File: config.mk
export PLATFORM = sky130hd
export DESIGN_NAME = npc_unit
export DESIGN_NICKNAME = d
export VERILOG_FILES = /design/src/rtl/npc_pkg.sv /design/src/rtl/npc_cmp.sv /design/src/rtl/npc_cand.sv /design/src/rtl/npc_sel.sv /design/src/rtl/npc_unit.sv
export SDC_FILE = /design/constraint.sdc
export NUM_CORES = 1
export LEC_CHECK = 0
export BUFFER_PORTS_ARGS = -buffer_cell sky130_fd_sc_hd__buf_2
export CORE_MARGIN = 4
export CORE_UTILIZATION = 45
export DETAILED_ROUTE_END_ITERATION = 6
export PLACE_DENSITY = 0.75
export SLEW_MARGIN = 40
export SYNTH_ARGS = -nofsm -noshare
export SYNTH_HDL_FRONTEND = slang
export SYNTH_HIERARCHICAL = 1
export SYNTH_SLANG_ARGS = --single-unit
File: constraint.sdc
create_clock -name clk -period 7.04 [get_ports clk]
set_input_delay 0.704 -clock clk [delete_from_list [all_inputs] [get_ports clk]]
set_output_delay 0.704 -clock clk [all_outputs]
set_load 0.01 [all_outputs]
File: src/rtl/npc_pkg.sv
package npc_pkg;

    localparam int unsigned XLEN     = 32;
    localparam int unsigned OFFW     = 16;
    localparam int unsigned TGTW     = 26;
    localparam int unsigned ALIGNW   = 2;
    localparam int unsigned REGIONW  = XLEN - TGTW - ALIGNW;
    localparam int unsigned SEXTW    = XLEN - OFFW - ALIGNW;
    localparam logic [XLEN-1:0] WORD_BYTES = XLEN'(4);

    typedef logic [XLEN-1:0] addr_t;

    typedef enum logic [2:0] {
        FLOW_SEQ  = 3'd0,
        FLOW_BEQ  = 3'd1,
        FLOW_BNE  = 3'd2,
        FLOW_JMP  = 3'd3,
        FLOW_JAL  = 3'd4,
        FLOW_JREG = 3'd5
    } flow_e;

    typedef struct packed {
        addr_t fall;
        addr_t branch;
        addr_t region;
        addr_t indirect;
    } cand_t;

    function automatic addr_t word_align(input addr_t a);
        return {a[XLEN-1:ALIGNW], {ALIGNW{1'b0}}};
    endfunction

    function automatic addr_t branch_disp(input logic [OFFW-1:0] off);
        return {{SEXTW{off[OFFW-1]}}, off, {ALIGNW{1'b0}}};
    endfunction

    function automatic addr_t region_target(input addr_t pc, input logic [TGTW-1:0] tgt);
        return {pc[XLEN-1 -: REGIONW], tgt, {ALIGNW{1'b0}}};
    endfunction

    function automatic flow_e decode_flow(input logic [2:0] code);
        flow_e f;
        case (code)
            3'd1:    f = FLOW_BEQ;
            3'd2:    f = FLOW_BNE;
            3'd3:    f = FLOW_JMP;
            3'd4:    f = FLOW_JAL;
            3'd5:    f = FLOW_JREG;
            default: f = FLOW_SEQ;
        endcase
        return f;
    endfunction

endpackage

File: src/rtl/npc_cmp.sv
module npc_cmp
    import npc_pkg::*;
(
    input  flow_e            flow,
    input  logic [XLEN-1:0]  opa,
    input  logic [XLEN-1:0]  opb,
    output logic             taken
);
    logic same;

    assign same = (opa == opb);

    always_comb begin
        case (flow)
            FLOW_BEQ: taken = same;
            FLOW_BNE: taken = !same;
            default:  taken = 1'b0;
        endcase
    end
endmodule

File: src/rtl/npc_cand.sv
module npc_cand
    import npc_pkg::*;
(
    input  addr_t            pc,
    input  logic [OFFW-1:0]  offset,
    input  logic [TGTW-1:0]  target,
    input  addr_t            jreg,
    output cand_t            cand
);
    always_comb begin
        cand.fall     = pc + WORD_BYTES;
        cand.branch   = cand.fall + branch_disp(offset);
        cand.region   = region_target(pc, target);
        cand.indirect = word_align(jreg);
    end
endmodule

File: src/rtl/npc_sel.sv
module npc_sel
    import npc_pkg::*;
(
    input  flow_e  flow,
    input  logic   taken,
    input  cand_t  cand,
    output addr_t  next_pc
);
    always_comb begin
        case (flow)
            FLOW_BEQ,
            FLOW_BNE:  next_pc = taken ? cand.branch : cand.fall;
            FLOW_JMP,
            FLOW_JAL:  next_pc = cand.region;
            FLOW_JREG: next_pc = cand.indirect;
            default:   next_pc = cand.fall;
        endcase
    end
endmodule

File: src/rtl/npc_unit.sv
module npc_unit
    import npc_pkg::*;
#(
    parameter logic [31:0] START_ADDR = 32'h0000_1000
) (
    input  logic         clk,
    input  logic         rst,
    input  logic         adv_i,
    input  logic [2:0]   flow_i,
    input  logic [15:0]  offset_i,
    input  logic [25:0]  target_i,
    input  logic [31:0]  opa_i,
    input  logic [31:0]  opb_i,
    input  logic [31:0]  jreg_i,
    output logic [31:0]  pc_o,
    output logic [31:0]  next_pc_o,
    output logic [31:0]  link_addr_o,
    output logic         link_valid_o
);
    localparam addr_t RESET_PC = word_align(START_ADDR);

    flow_e  flow;
    logic   taken;
    cand_t  cand;
    addr_t  pc_q;
    addr_t  nxt;

    assign flow = decode_flow(flow_i);

    npc_cmp u_cmp (
        .flow  (flow),
        .opa   (opa_i),
        .opb   (opb_i),
        .taken (taken)
    );

    npc_cand u_cand (
        .pc     (pc_q),
        .offset (offset_i),
        .target (target_i),
        .jreg   (jreg_i),
        .cand   (cand)
    );

    npc_sel u_sel (
        .flow    (flow),
        .taken   (taken),
        .cand    (cand),
        .next_pc (nxt)
    );

    always_ff @(posedge clk) begin
        if (rst)        pc_q <= RESET_PC;
        else if (adv_i) pc_q <= nxt;
    end

    assign pc_o         = pc_q;
    assign next_pc_o    = nxt;
    assign link_addr_o  = cand.fall;
    assign link_valid_o = (flow == FLOW_JAL);
endmodule

==> summary.md <==
The number of I/O pins is 241. Among cell families on the critical path, the largest total delay comes from compound AO/OA/AOI/OAI gates. The pre-antenna-repair detailed-routing pass consisted of 5 iterations. The H-tree was split into 2 levels. The run gives 0 as the post-cts repair resize count.

The count of cells in the finished layout, fillers not included, comes to 1,138. The final setup slack of the worst path is 1.80 ns. The via count of the first global-routing pass was 6,112.

The synthesized design spends more area on one cell type than any other, namely dfxtp_1. Input and output buffers added on the ports amount to 238. The count of final hold-check violations came out at 0.

The number of vias per cell after detailed routing is 5.70, and the transition time at the pin with the least slew margin is 0.755 ns. The startpoint identified for the worst hold timing path is pc_o[3]$_SDFFE_PP0P_. The worst setup path is of the register to output pin kind. The initial utilization of the core area, before any placement, comes to 46.2%.

After global routing the overflow that remains totals 0. Setup repair after global routing left no endpoint under its margin. In the synthesized netlist, the number of instances is 824.

The tools report the number of antenna violations at the first check in global routing as 1. a21oi_1 is the most common cell in the netlist. The met1 usage was 33.7%; the buffering stage count on the worst path with inverters included was 1.

Area of the core: 13,300 sq um. STA classifies the critical path startpoint as a register. For the number of distinct library cells after synthesis, the log shows 71.

Critical path's slowest cell: dfxtp_1. Buffers added to address setup during post-CTS repair amount to 0. Dividing the detail-routed wire length by the instance count gives 17.7 um. The area growth from synthesis to layout is 13.8%. The global-route wire length before repair is 31,500 um. The layer carrying the most global-route usage is met2. Along the worst path, the maximum fanout reaches 8. The relative max-transition margin was 49.7%; the final instance area was 7010 sq um. The final count of pins violating max slew is 0, and the post-place setup slack is 2.19 ns. Across the run, the number of max-cap violations was 0. The critical path goes through and4_4 -> and3_1 -> nand3_1 -> nor2_1 -> xor2_1 -> ha_1 -> a21oi_1 -> o21ai_1 -> a2111oi_0 -> a31oi_1 -> a41oi_1 -> xor2_1 -> mux2_2 -> nand2_1 -> a21oi_1 -> buf_2. In the routed design, unresolved DRC markers number 0. The min-delay analysis places its worst path in the category register to register. The register with the most flip-flops in the layout has 32 of them. In this run the critical register-to-register path is launched from pc_o[4]$_SDFFE_PP0P_. The share of cells above drive strength 1 was 31.9%; the area after detailed placement was 6860 sq um. Setup violations remaining at the end of the flow were counted as 0. The clock buffer count from CTS is 5. The worst clock skew on the final layout was 0.00625 ns. After clock tree synthesis, the clock-pin slew on the worst setup and hold paths is 0.06 ns. The flow ran to the end, and the final reports show no timing, DRC or antenna violations.

Measured along the y axis, the die boundary spans 125 um. TritonCTS built the clock tree. Across all hold checks on the routed design, the worst slack comes to 0.557 ns. In this run the deepest clock path goes through 2 buffers. The fraction of synthesis flops using an asynchronous set or reset pin is 0%, and the ratio of final minimum period to clock period is 74.4%. The run gives 20,200 um as the final wirelength. Overall die width: 125 um. The shortest period the worst path allows is 5.24 ns. The tools report the count of yosys warnings during synthesis as 6.

Along the worst hold path, the cell count comes to 2. The synthesized design contains 32 register bits. The remaining number of nets flagged by the antenna check after routing was 0. IR analysis of the VDD net gives a maximum drop of 142 uV. Power spread over the standard cell area amounts to 153 nW/um^2.

The met3 usage was 4.22%; the mean cell area of the mapped netlist was 7.48 sq um. The tools report the final standard cell utilization of the core as 52.5%. The worst setup path is captured at an output pin. At the worst endpoint, the required time is 6.34 ns.

The clock drives 32 sinks. Summing internal, switching and leakage power gives 1.07 mW. Counting instances in the post-synthesis netlist gives the leading cell types as 83 x a21oi_1, 71 x buf_4, 70 x nor2_1. In the synthesized netlist the dominant register cell turns out to be dfxtp_1. Summed over all cells, the static leakage comes to 3.40 nW. The endpoint arrival time on the critical path is 4.54 ns, and the area share of the largest cell type after synthesis is 10.4%. The logs give 15,700 um for the post-DP HPWL and 1,140 for the count of nets after finishing. Clock latency on the worst-skew pair, taken at its later pin, is 0.29 ns. Entering global routing, the biggest net connects 51 pins.

Counting flops with a built-in enable in the synthesized netlist gives 0. The floorplan step defined a die boundary enclosing 15,600 sq um. For hold timing, the worst endpoint is pc_o[3]$_SDFFE_PP0P_. The length in cells of the worst reg-to-reg path came out at 17. The longest individual stage delay on the worst path came out at 0.47 ns. In the post-synthesis netlist, the biggest area contributors are dfxtp_1 10%, buf_4 8.6%, xor2_1 7.5%, ha_1 7.1%, a21oi_1 6.7%. Of the synthesized area, sequential elements account for 10.4%. Across all register-to-register paths, the minimum setup slack is 2.69 ns. Global routing used 24.3% of the available tracks.

The number of buffers added to fix hold violations after cts is 0. The tree is rooted in a clkbuf_16. The area of the mapped netlist was 6160 sq um.

The number of standard-cell rows in the floorplan was 42. The run gives 0.191 GHz as the highest clock frequency the design can meet. Summed over all failing endpoints, the final setup total negative slack is 0 ns. In this run, the number of DRC markers left after iteration 0 of detailed routing was 552.

The run gives 6,485 as the via count of the routed design. The met2 usage came out at 39.4%. The endpoint of the worst register-to-register path was pc_o[31]$_SDFFE_PP0P_. In this run, placement finished with an instance count of 1,129. The congestion estimate from routability-driven global placement came to 0.953.
-- worst max path at each step --
| stage | startpoint | end | cells past startpoint |
|---|---|---|---|
| after floorplan | pc_o[4]$_SDFFE_PP0P_ | next_pc_o[30] | 17 |
| after global placement | flow_i[1] | next_pc_o[25] | 10 |
| after detailed placement | pc_o[4]$_SDFFE_PP0P_ | next_pc_o[31] | 16 |
| after CTS | pc_o[4]$_SDFFE_PP0P_ | next_pc_o[31] | 16 |
| after global routing | pc_o[4]$_SDFFE_PP0P_ | next_pc_o[31] | 16 |
| final | pc_o[4]$_SDFFE_PP0P_ | next_pc_o[31] | 16 |
-- layout make-up --
class | count | area [sq um]
Inverter | 31 | 116
Clock buffer | 8 | 146
Timing Repair Buffer | 244 | 1240
Antenna cell | 1 | 2.50
Fill cell | 1342 | 6330
Multi-Input combinational cell | 646 | 4650
Tap cell | 176 | 220
Sequential cell | 32 | 641
-- kinds of logic (layout without fill, tap and decap cells) --
| family | after synthesis | count (layout) | synth area share [%] |
|---|---|---|---|
| xor gates and xnor gates | 87 | 87 | 12.6 |
| AOI/OAI and AO/OA | 235 | 235 | 26.5 |
| DFF | 32 | 32 | 10.4 |
| buffers and inverters | 149 | 283 | 15.1 |
| other | 1 | 5 | 0.0608 |
| and+or+nand+nor | 238 | 238 | 20.2 |
| adders and majority gates | 36 | 36 | 7.43 |
| muxes | 46 | 46 | 7.75 |
-- layer usage --
layer | share of wire, % | vias to the layer above
met1 | 44 | 3000
met5 | 0 | -
met3 | 9.2 | 28
met4 | 1.7 | 0
li1 | - | 3150
met2 | 45 | 307
-- power by group --
group          internal [mW]  total (mW)  switching [mW]
Sequential             0.198       0.224          0.0254
Combinational          0.263       0.619           0.355
Clock                  0.141       0.232          0.0907
-- worst min-delay path, stage by stage (launching register included) --
cell and delay, ns:
dfxtp_1 0.34, mux2i_1 0.13, nor2_1 0.05
-- cells in the final DEF, fill, tap and decap left out, types with 5 or more instances in the layout --
master and n:
buf_2 237, a21oi_1 82, nor2_1 70, nand2_1 53
xor2_1 53, xnor2_1 33, ha_1 33, mux2i_1 32
dfxtp_1 32, inv_1 30, a21o_1 25, o21ai_1 24
nand2b_1 22, nor3b_1 19, a22oi_1 18, nand3_1 17
o21ai_0 15, a221oi_1 14, mux2_2 14, o32ai_2 10
nand4_1 9, and3_1 8, o32ai_1 8, buf_4 7
nor3_1 6, o21bai_1 6, clkbuf_16 5, nor4_1 5
nor4_2 5
Power figures use the tool's default switching activity.
